<file path="config.mk">
export PLATFORM = sky130hd
export DESIGN_NAME = sync_ser_tx
export DESIGN_NICKNAME = d
export VERILOG_FILES = /design/src/rtl/stx_pkg.sv /design/src/rtl/stx_clk_src.sv /design/src/rtl/stx_shifter.sv /design/src/rtl/stx_regs.sv /design/src/rtl/sync_ser_tx.sv
export SDC_FILE = /design/constraint.sdc
export NUM_CORES = 1
export LEC_CHECK = 0
export CORE_ASPECT_RATIO = 0.7
export CORE_MARGIN = 2
export CORE_UTILIZATION = 40
export DETAILED_ROUTE_END_ITERATION = 10
export SLEW_MARGIN = 20
export SYNTH_ARGS = -nofsm -noshare
export SYNTH_HDL_FRONTEND = slang
export SYNTH_HIERARCHICAL = 1
export SYNTH_SLANG_ARGS = --single-unit
</file>
<file path="constraint.sdc">
create_clock -name clk -period 1.8 [get_ports clk]
set_input_delay 0.27 -clock clk [delete_from_list [all_inputs] [get_ports clk]]
set_output_delay 0.27 -clock clk [all_outputs]
set_load 0.05 [all_outputs]
</file>
<file path="src/rtl/stx_pkg.sv">
package stx_pkg;
  localparam logic [1:0] A_CTRL = 2'd0;
  localparam logic [1:0] A_STAT = 2'd1;
  localparam logic [1:0] A_TXB  = 2'd2;

  localparam int C_RUN   = 0;
  localparam int C_ABORT = 1;
  localparam int C_EXT   = 2;

  localparam int S_EMPTY = 0;
  localparam int S_BUSY  = 1;
  localparam int S_SHIFT = 2;
  localparam int S_ERR   = 3;

  typedef enum logic [2:0] {
    ACT_IDLE, ACT_RISE, ACT_SHIFT, ACT_STOP, ACT_LOAD, ACT_UNDER, ACT_WAIT
  } act_e;
endpackage

</file>
<file path="src/rtl/stx_clk_src.sv">
module stx_clk_src #(
  parameter int DIV    = 4,
  parameter int SYNC_N = 2
) (
  input  logic clk,
  input  logic rst,
  input  logic ext_mode,
  input  logic sck_pin,
  output logic step
);
  logic tick;
  logic fall;
  logic [SYNC_N:0] sync_q;

  generate
    if (DIV > 1) begin : g_div
      localparam int CW = $clog2(DIV);
      logic [CW-1:0] cnt;
      always_ff @(posedge clk) begin
        if (rst) cnt <= '0;
        else if (cnt == CW'(DIV - 1)) cnt <= '0;
        else cnt <= cnt + 1'b1;
      end
      assign tick = (cnt == CW'(DIV - 1));
    end else begin : g_nodiv
      assign tick = 1'b1;
    end
  endgenerate

  always_ff @(posedge clk) begin
    if (rst) sync_q <= '1;
    else sync_q <= {sync_q[SYNC_N-1:0], sck_pin};
  end

  assign fall = sync_q[SYNC_N] & ~sync_q[SYNC_N-1];
  assign step = ext_mode ? fall : tick;
endmodule

</file>
<file path="src/rtl/stx_shifter.sv">
module stx_shifter
  import stx_pkg::*;
#(
  parameter int WORD_W = 8
) (
  input  logic              clk,
  input  logic              rst,
  input  logic              abort,
  input  logic              run,
  input  logic              ext_mode,
  input  logic              step,
  input  logic              buf_full,
  input  logic [WORD_W-1:0] buf_data,
  output logic              take,
  output logic              underrun,
  output logic              busy,
  output logic              shifting,
  output logic              sck_out,
  output logic              sd_out
);
  localparam int BW = $clog2(WORD_W);
  localparam logic [BW-1:0] LAST = BW'(WORD_W - 1);

  logic [WORD_W-1:0] shreg;
  logic [BW-1:0]     bitcnt;
  logic              at_end;
  act_e              act;

  assign at_end = !shifting || (bitcnt == LAST);

  always_comb begin
    act = ACT_IDLE;
    if (!abort && step) begin
      if (!ext_mode && !sck_out) act = ACT_RISE;
      else if (!at_end)          act = ACT_SHIFT;
      else if (!run)             act = ACT_STOP;
      else if (buf_full)         act = ACT_LOAD;
      else if (ext_mode)         act = ACT_UNDER;
      else                       act = ACT_WAIT;
    end
  end

  assign take     = (act == ACT_LOAD);
  assign underrun = (act == ACT_UNDER);

  always_ff @(posedge clk) begin
    if (rst || abort) begin
      shreg    <= '1;
      bitcnt   <= '0;
      shifting <= 1'b0;
      busy     <= 1'b0;
      sck_out  <= 1'b1;
      sd_out   <= 1'b1;
    end else begin
      if (ext_mode) sck_out <= 1'b1;
      case (act)
        ACT_RISE: sck_out <= 1'b1;
        ACT_SHIFT: begin
          shreg  <= {shreg[WORD_W-2:0], 1'b1};
          sd_out <= shreg[WORD_W-2];
          bitcnt <= bitcnt + 1'b1;
          if (!ext_mode) sck_out <= 1'b0;
        end
        ACT_STOP: begin
          shifting <= 1'b0;
          busy     <= 1'b0;
          sd_out   <= 1'b1;
        end
        ACT_LOAD: begin
          shreg    <= buf_data;
          sd_out   <= buf_data[WORD_W-1];
          bitcnt   <= '0;
          shifting <= 1'b1;
          busy     <= 1'b1;
          if (!ext_mode) sck_out <= 1'b0;
        end
        ACT_UNDER: begin
          shreg    <= '1;
          sd_out   <= 1'b1;
          bitcnt   <= '0;
          shifting <= 1'b1;
          busy     <= 1'b1;
        end
        ACT_WAIT: begin
          shifting <= 1'b0;
          sd_out   <= 1'b1;
        end
        default: ;
      endcase
    end
  end
endmodule

</file>
<file path="src/rtl/stx_regs.sv">
module stx_regs
  import stx_pkg::*;
#(
  parameter int WORD_W = 8
) (
  input  logic              clk,
  input  logic              rst,
  input  logic              wr_en,
  input  logic [1:0]        wr_addr,
  input  logic [WORD_W-1:0] wr_data,
  input  logic [1:0]        rd_addr,
  input  logic              take,
  input  logic              underrun,
  input  logic              busy,
  input  logic              shifting,
  output logic              abort,
  output logic              run,
  output logic              ext_mode,
  output logic              buf_full,
  output logic [WORD_W-1:0] buf_data,
  output logic              err,
  output logic [WORD_W-1:0] rd_data,
  output logic              irq
);
  logic wr_ctrl, wr_stat, wr_txb;
  logic [WORD_W-1:0] stat_v, ctrl_v, rd_mux;

  assign wr_ctrl = wr_en && (wr_addr == A_CTRL);
  assign wr_stat = wr_en && (wr_addr == A_STAT);
  assign wr_txb  = wr_en && (wr_addr == A_TXB);
  assign abort   = wr_ctrl && wr_data[C_ABORT];

  always_comb begin
    stat_v          = '0;
    stat_v[S_EMPTY] = !buf_full;
    stat_v[S_BUSY]  = busy;
    stat_v[S_SHIFT] = shifting;
    stat_v[S_ERR]   = err;
    ctrl_v          = '0;
    ctrl_v[C_RUN]   = run;
    ctrl_v[C_EXT]   = ext_mode;
    case (rd_addr)
      A_CTRL:  rd_mux = ctrl_v;
      A_STAT:  rd_mux = stat_v;
      A_TXB:   rd_mux = buf_data;
      default: rd_mux = '0;
    endcase
  end

  always_ff @(posedge clk) begin
    if (rst) begin
      run      <= 1'b0;
      ext_mode <= 1'b0;
      buf_full <= 1'b0;
      buf_data <= '0;
      err      <= 1'b0;
      irq      <= 1'b0;
      rd_data  <= '0;
    end else begin
      irq     <= take | underrun;
      rd_data <= rd_mux;
      if (abort) begin
        run      <= 1'b0;
        ext_mode <= wr_data[C_EXT];
        buf_full <= 1'b0;
        buf_data <= '0;
        err      <= 1'b0;
      end else begin
        if (wr_ctrl) begin
          run      <= wr_data[C_RUN];
          ext_mode <= wr_data[C_EXT];
        end
        if (take) buf_full <= 1'b0;
        if (wr_txb) begin
          buf_data <= wr_data;
          buf_full <= 1'b1;
        end
        if (wr_stat && wr_data[S_ERR]) err <= 1'b0;
        if (underrun) err <= 1'b1;
      end
    end
  end
endmodule

</file>
<file path="src/rtl/sync_ser_tx.sv">
module sync_ser_tx
  import stx_pkg::*;
#(
  parameter int WORD_W = 8,
  parameter int DIV    = 4,
  parameter int SYNC_N = 2
) (
  input  logic              clk,
  input  logic              rst,
  input  logic              wr_en,
  input  logic [1:0]        wr_addr,
  input  logic [WORD_W-1:0] wr_data,
  input  logic [1:0]        rd_addr,
  output logic [WORD_W-1:0] rd_data,
  input  logic              sck_in,
  output logic              sck_out,
  output logic              sd_out,
  output logic              irq
);
  logic step_w, abort_w, run_w, ext_w, full_w, err_w;
  logic take_w, under_w, busy_w, shift_w;
  logic [WORD_W-1:0] bufd_w;

  stx_clk_src #(.DIV(DIV), .SYNC_N(SYNC_N)) u_clk (
    .clk(clk), .rst(rst), .ext_mode(ext_w), .sck_pin(sck_in), .step(step_w)
  );

  stx_shifter #(.WORD_W(WORD_W)) u_shf (
    .clk(clk), .rst(rst), .abort(abort_w), .run(run_w), .ext_mode(ext_w),
    .step(step_w), .buf_full(full_w), .buf_data(bufd_w), .take(take_w),
    .underrun(under_w), .busy(busy_w), .shifting(shift_w),
    .sck_out(sck_out), .sd_out(sd_out)
  );

  stx_regs #(.WORD_W(WORD_W)) u_reg (
    .clk(clk), .rst(rst), .wr_en(wr_en), .wr_addr(wr_addr), .wr_data(wr_data),
    .rd_addr(rd_addr), .take(take_w), .underrun(under_w), .busy(busy_w),
    .shifting(shift_w), .abort(abort_w), .run(run_w), .ext_mode(ext_w),
    .buf_full(full_w), .buf_data(bufd_w), .err(err_w), .rd_data(rd_data),
    .irq(irq)
  );
endmodule

</file>
==> flow_metrics.tcl, run 1 <==
set metrics [dict create \
    status "finished clean" \
    insertion_delay_ns 0.30 \
    rows 20 \
    grt_max_degree 15 \
    dpl_worst_slack_ns -0.222 \
    seq_area_frac_synth 0.455 \
    finalNetCount 232 \
    p_leak_nw 0.841 \
    layout_min_cycle_time_ns 1.75 \
    grt_use_total 0.175 \
    hold_viol_final 0 \
    final.setup.tns_ns 0 \
    area_growth_pct 25.2 \
    io_buffers 26 \
    viasPerCell 5.32 \
    antenna_found_initial 0 \
    yosysTopAreaCell "dfxtp_1" \
    htree_levels 2 \
    synth_ff_type "dfxtp_1" \
    ys_seq_elements 40 \
    fin_worst_skew_ns 0.00586 \
    ys_types 45 \
    drc_errors 0 \
    grt_pass1_wl_um 6660 \
    drive_gt1_frac 0.178 \
    worstSetupEndpointType "flip-flop" \
    critical_path.startpoint_type "flip-flop" \
    path_delay_family "simple AND/OR/NAND/NOR gates" \
    required_ns 1.97 \
    powerDensity_mw_per_mm2 760 \
    synth.cell_area_mm2 0.00176 \
    tightest_slew_ns 0.497 \
    detailed_place_hpwl_um 3020 \
    finalCritPeriodShare 0.971 \
    ios 27 \
    cts_root_buffer "clkbuf_8" \
    syn_inst 175 \
    async_reset_ff_frac 0 \
    critPathBufInv 1 \
    setup_viol 0 \
    first_pass_iters 4 \
    overflow 0 \
    ir_worst_vdd_mv 0.504 \
    path_cells "ha_2 > inv_1 > o21ai_2 > nor2b_4 > nand4_1 > nor4b_1 > a21oi_1" \
    crit_fanout 4 \
    crit_type "flip-flop to flip-flop" \
    timing.final.ws_setup_ns 0.0531 \
    via_count 1427 \
    drt_wl_total_um 4120 \
    drt_iter0_markers 37 \
    dieWidth_um 83.3 \
    synth_edf_count 0 \
    avgSynthCellArea_um2 10.1 \
    clk_pin_slew_ns 0.08 \
    gp_congestion 0.947 \
    cts_tree "yes" \
    slew_violations 0 \
    fill_cells 397 \
    synth_top_area_share 0.455 \
    n_antenna_cell 0 \
    dieArea_mm2 0.00495 \
    cp.arrival_ns 1.92 \
    slew_headroom 0.667 \
    ant_nets 0 \
    cts_made_buffers 5 \
    first_global_vias 1374 \
    maxCapViolations 0 \
    synth.area.top_cells "dfxtp_1 46%, mux2i_1 10%, nor2_1 4.7%, a21oi_1 3.4%, a2bb2oi_1 3.0%" \
    rsz0062_at_grt "yes" \
    synth_warnings 6 \
    wl_per_cell_um 15.4 \
    fmax_ghz 0.572 \
    cp_slowest_cell "nor4b_1" \
    syn_nets 194 \
    fp.dieH_um 59.5 \
    core_mm2 0.00428 \
    cts.sinks 40 \
    max_stage_delay_ns 0.43 \
    start_util 0.411 \
    ctsLongestPathBuffers 2 \
    min_path_type "flip-flop to flip-flop" \
]
worst reg2reg max path: stages, from the launching register on:
cell     delay (ns)
dfxtp_1        0.35
ha_2           0.21
inv_1          0.06
o21ai_2        0.16
nor2b_4        0.20
nand4_1        0.14
nor4b_1        0.43
a21oi_1        0.07
Yosys cell counts (2+ instances only):
cell type  count
nor2b_1        3
a2bb2oi_1      6
o21ai_1        4
or2_1          4
and2_1         5
nor3b_1        2
a22oi_1        2
nor3_1         2
mux2i_1       18
nand3b_1       2
clkbuf_8       2
dfxtp_1       40
o31ai_1        3
a32oi_1        2
nor2_1        22
nand2_1        5
inv_1          5
a21oi_1       12
buf_6          4
o21ai_0        5
ha_1           3
final timing paths:
check,to,slack [ns],cells after the start,from
setup reg to reg,u_shf/shreg[0],0.05,7,u_clk/g_div.cnt[0]
hold / removal,u_clk/sync_q[1],0.41,1,u_clk/sync_q[0]
setup / recovery,u_shf/shreg[0],0.05,7,u_clk/g_div.cnt[0]
hold reg to reg,u_clk/sync_q[1],0.41,1,u_clk/sync_q[0]
state kept, by name, indices dropped and copies added (netlist names), 2 cells and up:
name	flops
u_clk/g_div.cnt	2
u_reg/buf_data	8
u_shf/bitcnt	3
u_reg/rd_data	8
u_shf/shreg	7
u_clk/sync_q	3
per-layer routing:
layer  track usage  vias up  share of wire
met3        0.0432        8          0.038
met5             0        -              0
met1         0.237      699           0.51
met2         0.266       27           0.43
li1              -      693              -
met4        0.0796        0          0.017
logic make-up after synthesis:
family	synth area share
flops	0.455
simple gates	0.188
compound gates	0.169
buf+inv	0.0640
fa+ha+maj	0.0213
mux	0.102
metrics by stage:
| step | total power [mW] | hold WS [ns] | utilization | std cells | area [um^2] |
|---|---|---|---|---|---|
| after floorplan | 1.04 | 0.341 | - | 175 | 1760 |
| after global placement | 1.11 | 0.388 | 0.491 | 261 | 2100 |
| after detailed placement | 1.12 | 0.405 | 0.491 | 261 | 2100 |
| after CTS | 1.69 | 0.424 | 0.510 | 268 | 2180 |
| after global routing | 1.75 | 0.441 | 0.515 | 268 | 2200 |
| final | 1.67 | 0.414 | 0.515 | 268 | 2200 |
report_power, final:
part	total (mW)	internal, mW	leakage (nW)	switching (mW)
combinational	0.181	0.0953	0.476	0.0854
clock	0.574	0.262	0.0400	0.311
sequential	0.920	0.904	0.325	0.0158
total	1.67	1.26	0.841	0.413
layout by cell type, fill, tap and decap left out, drive strengths merged, types with 3 or more instances in the layout:
master,n
a21oi,12
a2bb2oi,6
and2,6
buf,17
clkbuf,5
clkdlybuf4s50,24
dfxtp,40
ha,3
inv,5
mux2i,18
nand2,5
nor2,22
nor2b,5
nor3b,3
o21ai,9
o31ai,3
or2,6
repair_timing:
item / CTS / global route
hold buffers: 0 / 0
endpoints found under the setup margin: 0 / 17
resized for setup: 0 / 6
setup buffers: 0 / 0
layout make-up:
| type | count | area, um^2 | area share |
|---|---|---|---|
| clock inverters | 2 | 12.5 | 0.00568 |
| inverters | 5 | 18.8 | 0.00852 |
| flip-flops and latches | 40 | 801 | 0.363 |
| well taps | 55 | 68.8 | 0.0312 |
| multi-input cells | 120 | 866 | 0.393 |
| clock buffers | 5 | 68.8 | 0.0312 |
| repair buffers | 41 | 368 | 0.167 |
No activity file was read; power rests on OpenSTA's default activity.
==> inputs of run 2 (changes only) <==
- CORE_UTILIZATION: 40 -> 30
==> run 2 against run 1 <==
Effect of this change: cell count rose by 7.5%; clock power up 38%; sequential power is essentially flat; hold slack worse by 0.0011 ns; global-route usage down 5.0 points; combinational power shrank 5%; critical path depth shrank 6; wire length decreased by 6.9%; sequential cell count unchanged; critical endpoint is now rd_data[3].
==> flow_metrics.tcl, run 2 (same netlist as run 1, synthesis figures left out) <==
set metrics [dict create \
    clk_pin_slew_ns 0.08 \
    finalNetCount 231 \
    cts_root_buffer "clkbuf_8" \
    reg_top3 "u_reg/buf_data (8), u_reg/rd_data (8), u_shf/shreg (7)" \
    first_global_vias 1217 \
    drc_errors 0 \
    path_delay_family "buffers and inverters" \
    cp_slowest_cell "clkdlybuf4s50_1" \
    final.setup.tns_ns 0 \
    n_antenna_cell 0 \
    cts_made_buffers 5 \
    grt_max_degree 15 \
    path_depth 1 \
    required_ns 1.53 \
    critPathBufInv 1 \
    ir_worst_vdd_mv 0.279 \
    min_path_type "flip-flop to flip-flop" \
    cts.sinks 40 \
    setup_viol 0 \
    dieWidth_um 95.5 \
    io_buffers 26 \
    fin_worst_skew_ns 0.00501 \
    status "finished clean" \
    cts_tree "yes" \
    first_pass_iters 4 \
    fp.dieH_um 68.1 \
    wl_per_cell_um 13.3 \
    layout.cells.most_common_list "40 x dfxtp_1, 24 x clkdlybuf4s50_1, 22 x nor2_1" \
    ctsLongestPathBuffers 2 \
    rows 23 \
    crit_type "flip-flop to primary output" \
    gp_congestion 0.849 \
    htree_levels 2 \
    ios 27 \
    drt_wl_total_um 3840 \
    dieArea_mm2 0.00650 \
    core_mm2 0.00570 \
    rsz0062_at_grt "no" \
    final_common_cell "dfxtp_1" \
    layout_min_cycle_time_ns 1.68 \
    min_delay_path_depth 1 \
    overflow 0 \
    antenna_found_initial 0 \
    hold_viol_final 0 \
    ant_nets 0 \
    fmax_ghz 0.594 \
    max_stage_delay_ns 0.80 \
    cp.arrival_ns 1.41 \
    grt_util_met2 0.176 \
    finalCritPeriodShare 0.936 \
    crit_fanout 1 \
    hold_slack_ns 0.413 \
    drive_gt1_frac 0.160 \
    start_util 0.309 \
    tightest_slew_ns 0.571 \
    grt_pass1_wl_um 6120 \
    reg2regPathDepth 8 \
    p_leak_nw 0.866 \
    fill_cells 577 \
    area_growth_pct 28.3 \
    insertion_delay_ns 0.29 \
    critical_path.startpoint_type "flip-flop" \
    powerDensity_mw_per_mm2 837 \
    finalPower_mw 1.89 \
    maxCapViolations 0 \
    grtUsageMet3 0.0308 \
    via_count 1367 \
    slew_headroom 0.619 \
    path_cells "clkdlybuf4s50_1" \
    busiest_layer "met1" \
    slew_violations 0 \
    detailed_place_hpwl_um 2840 \
    final_util 0.396 \
    drt_iter0_markers 70 \
    viasPerCell 4.75 \
    grt_use_total 0.124 \
    worstSetupEndpointType "primary output" \
    use_met1 0.184 \
]
## run 2: cell type report
| cell class | count | area (um^2) | share of cell area |
|---|---|---|---|
| Clock inverter | 1 | 30.0 | 0.0133 |
| Tap cell | 75 | 93.8 | 0.0416 |
| Inverter | 5 | 18.8 | 0.00831 |
| Timing Repair Buffer | 40 | 360 | 0.160 |
| Multi-Input combinational cell | 120 | 857 | 0.380 |
| Sequential cell | 40 | 801 | 0.355 |
| Clock buffer | 7 | 96.3 | 0.0427 |
## run 2: path summary, 6_finish.rpt
check | slack [ns] | startpoint | endpoint
hold reg to reg | 0.41 | u_clk/sync_q[0] | u_clk/sync_q[1]
setup / recovery | 0.12 | u_reg/rd_data[3] | rd_data[3]
hold / removal | 0.41 | u_clk/sync_q[0] | u_clk/sync_q[1]
setup reg to reg | 0.15 | u_clk/g_div.cnt[0] | u_reg/buf_full
## run 2: stage by stage
stage	instance area (um^2)	setup slack [ns]	instances
floorplan	1760	0.234	175
global placement	2120	-0.133	280
CTS	2250	0.0899	288
detailed placement	2120	-0.156	280
finish	2260	0.115	288
global route	2260	0.00468	288
## run 2: timing repair
item	4_1_cts	5_1_grt
gates resized for setup	0	2
setup endpoints to repair	0	5
hold buffers	0	0
buffers inserted	0	0
## run 2: report_power, final
part           switching [mW]  internal [mW]  total (mW)
Combinational          0.0789         0.0934       0.172
Clock                   0.305          0.489       0.794
Sequential             0.0177          0.904       0.922
## run 2: per-layer routing
layer	vias to the layer above	share of wire
met3	5	0.048
met2	35	0.41
met4	0	0.0099
met5	-	0
met1	634	0.53
li1	693	-
==> inputs of run 3 (changes only) <==
- CTS_CLUSTER_DIAMETER: unset -> 50
- SLEW_MARGIN: 20 -> 40
==> results of run 3 <==
Same layout as run 2: the final DEF is identical, and so are final timing and power.
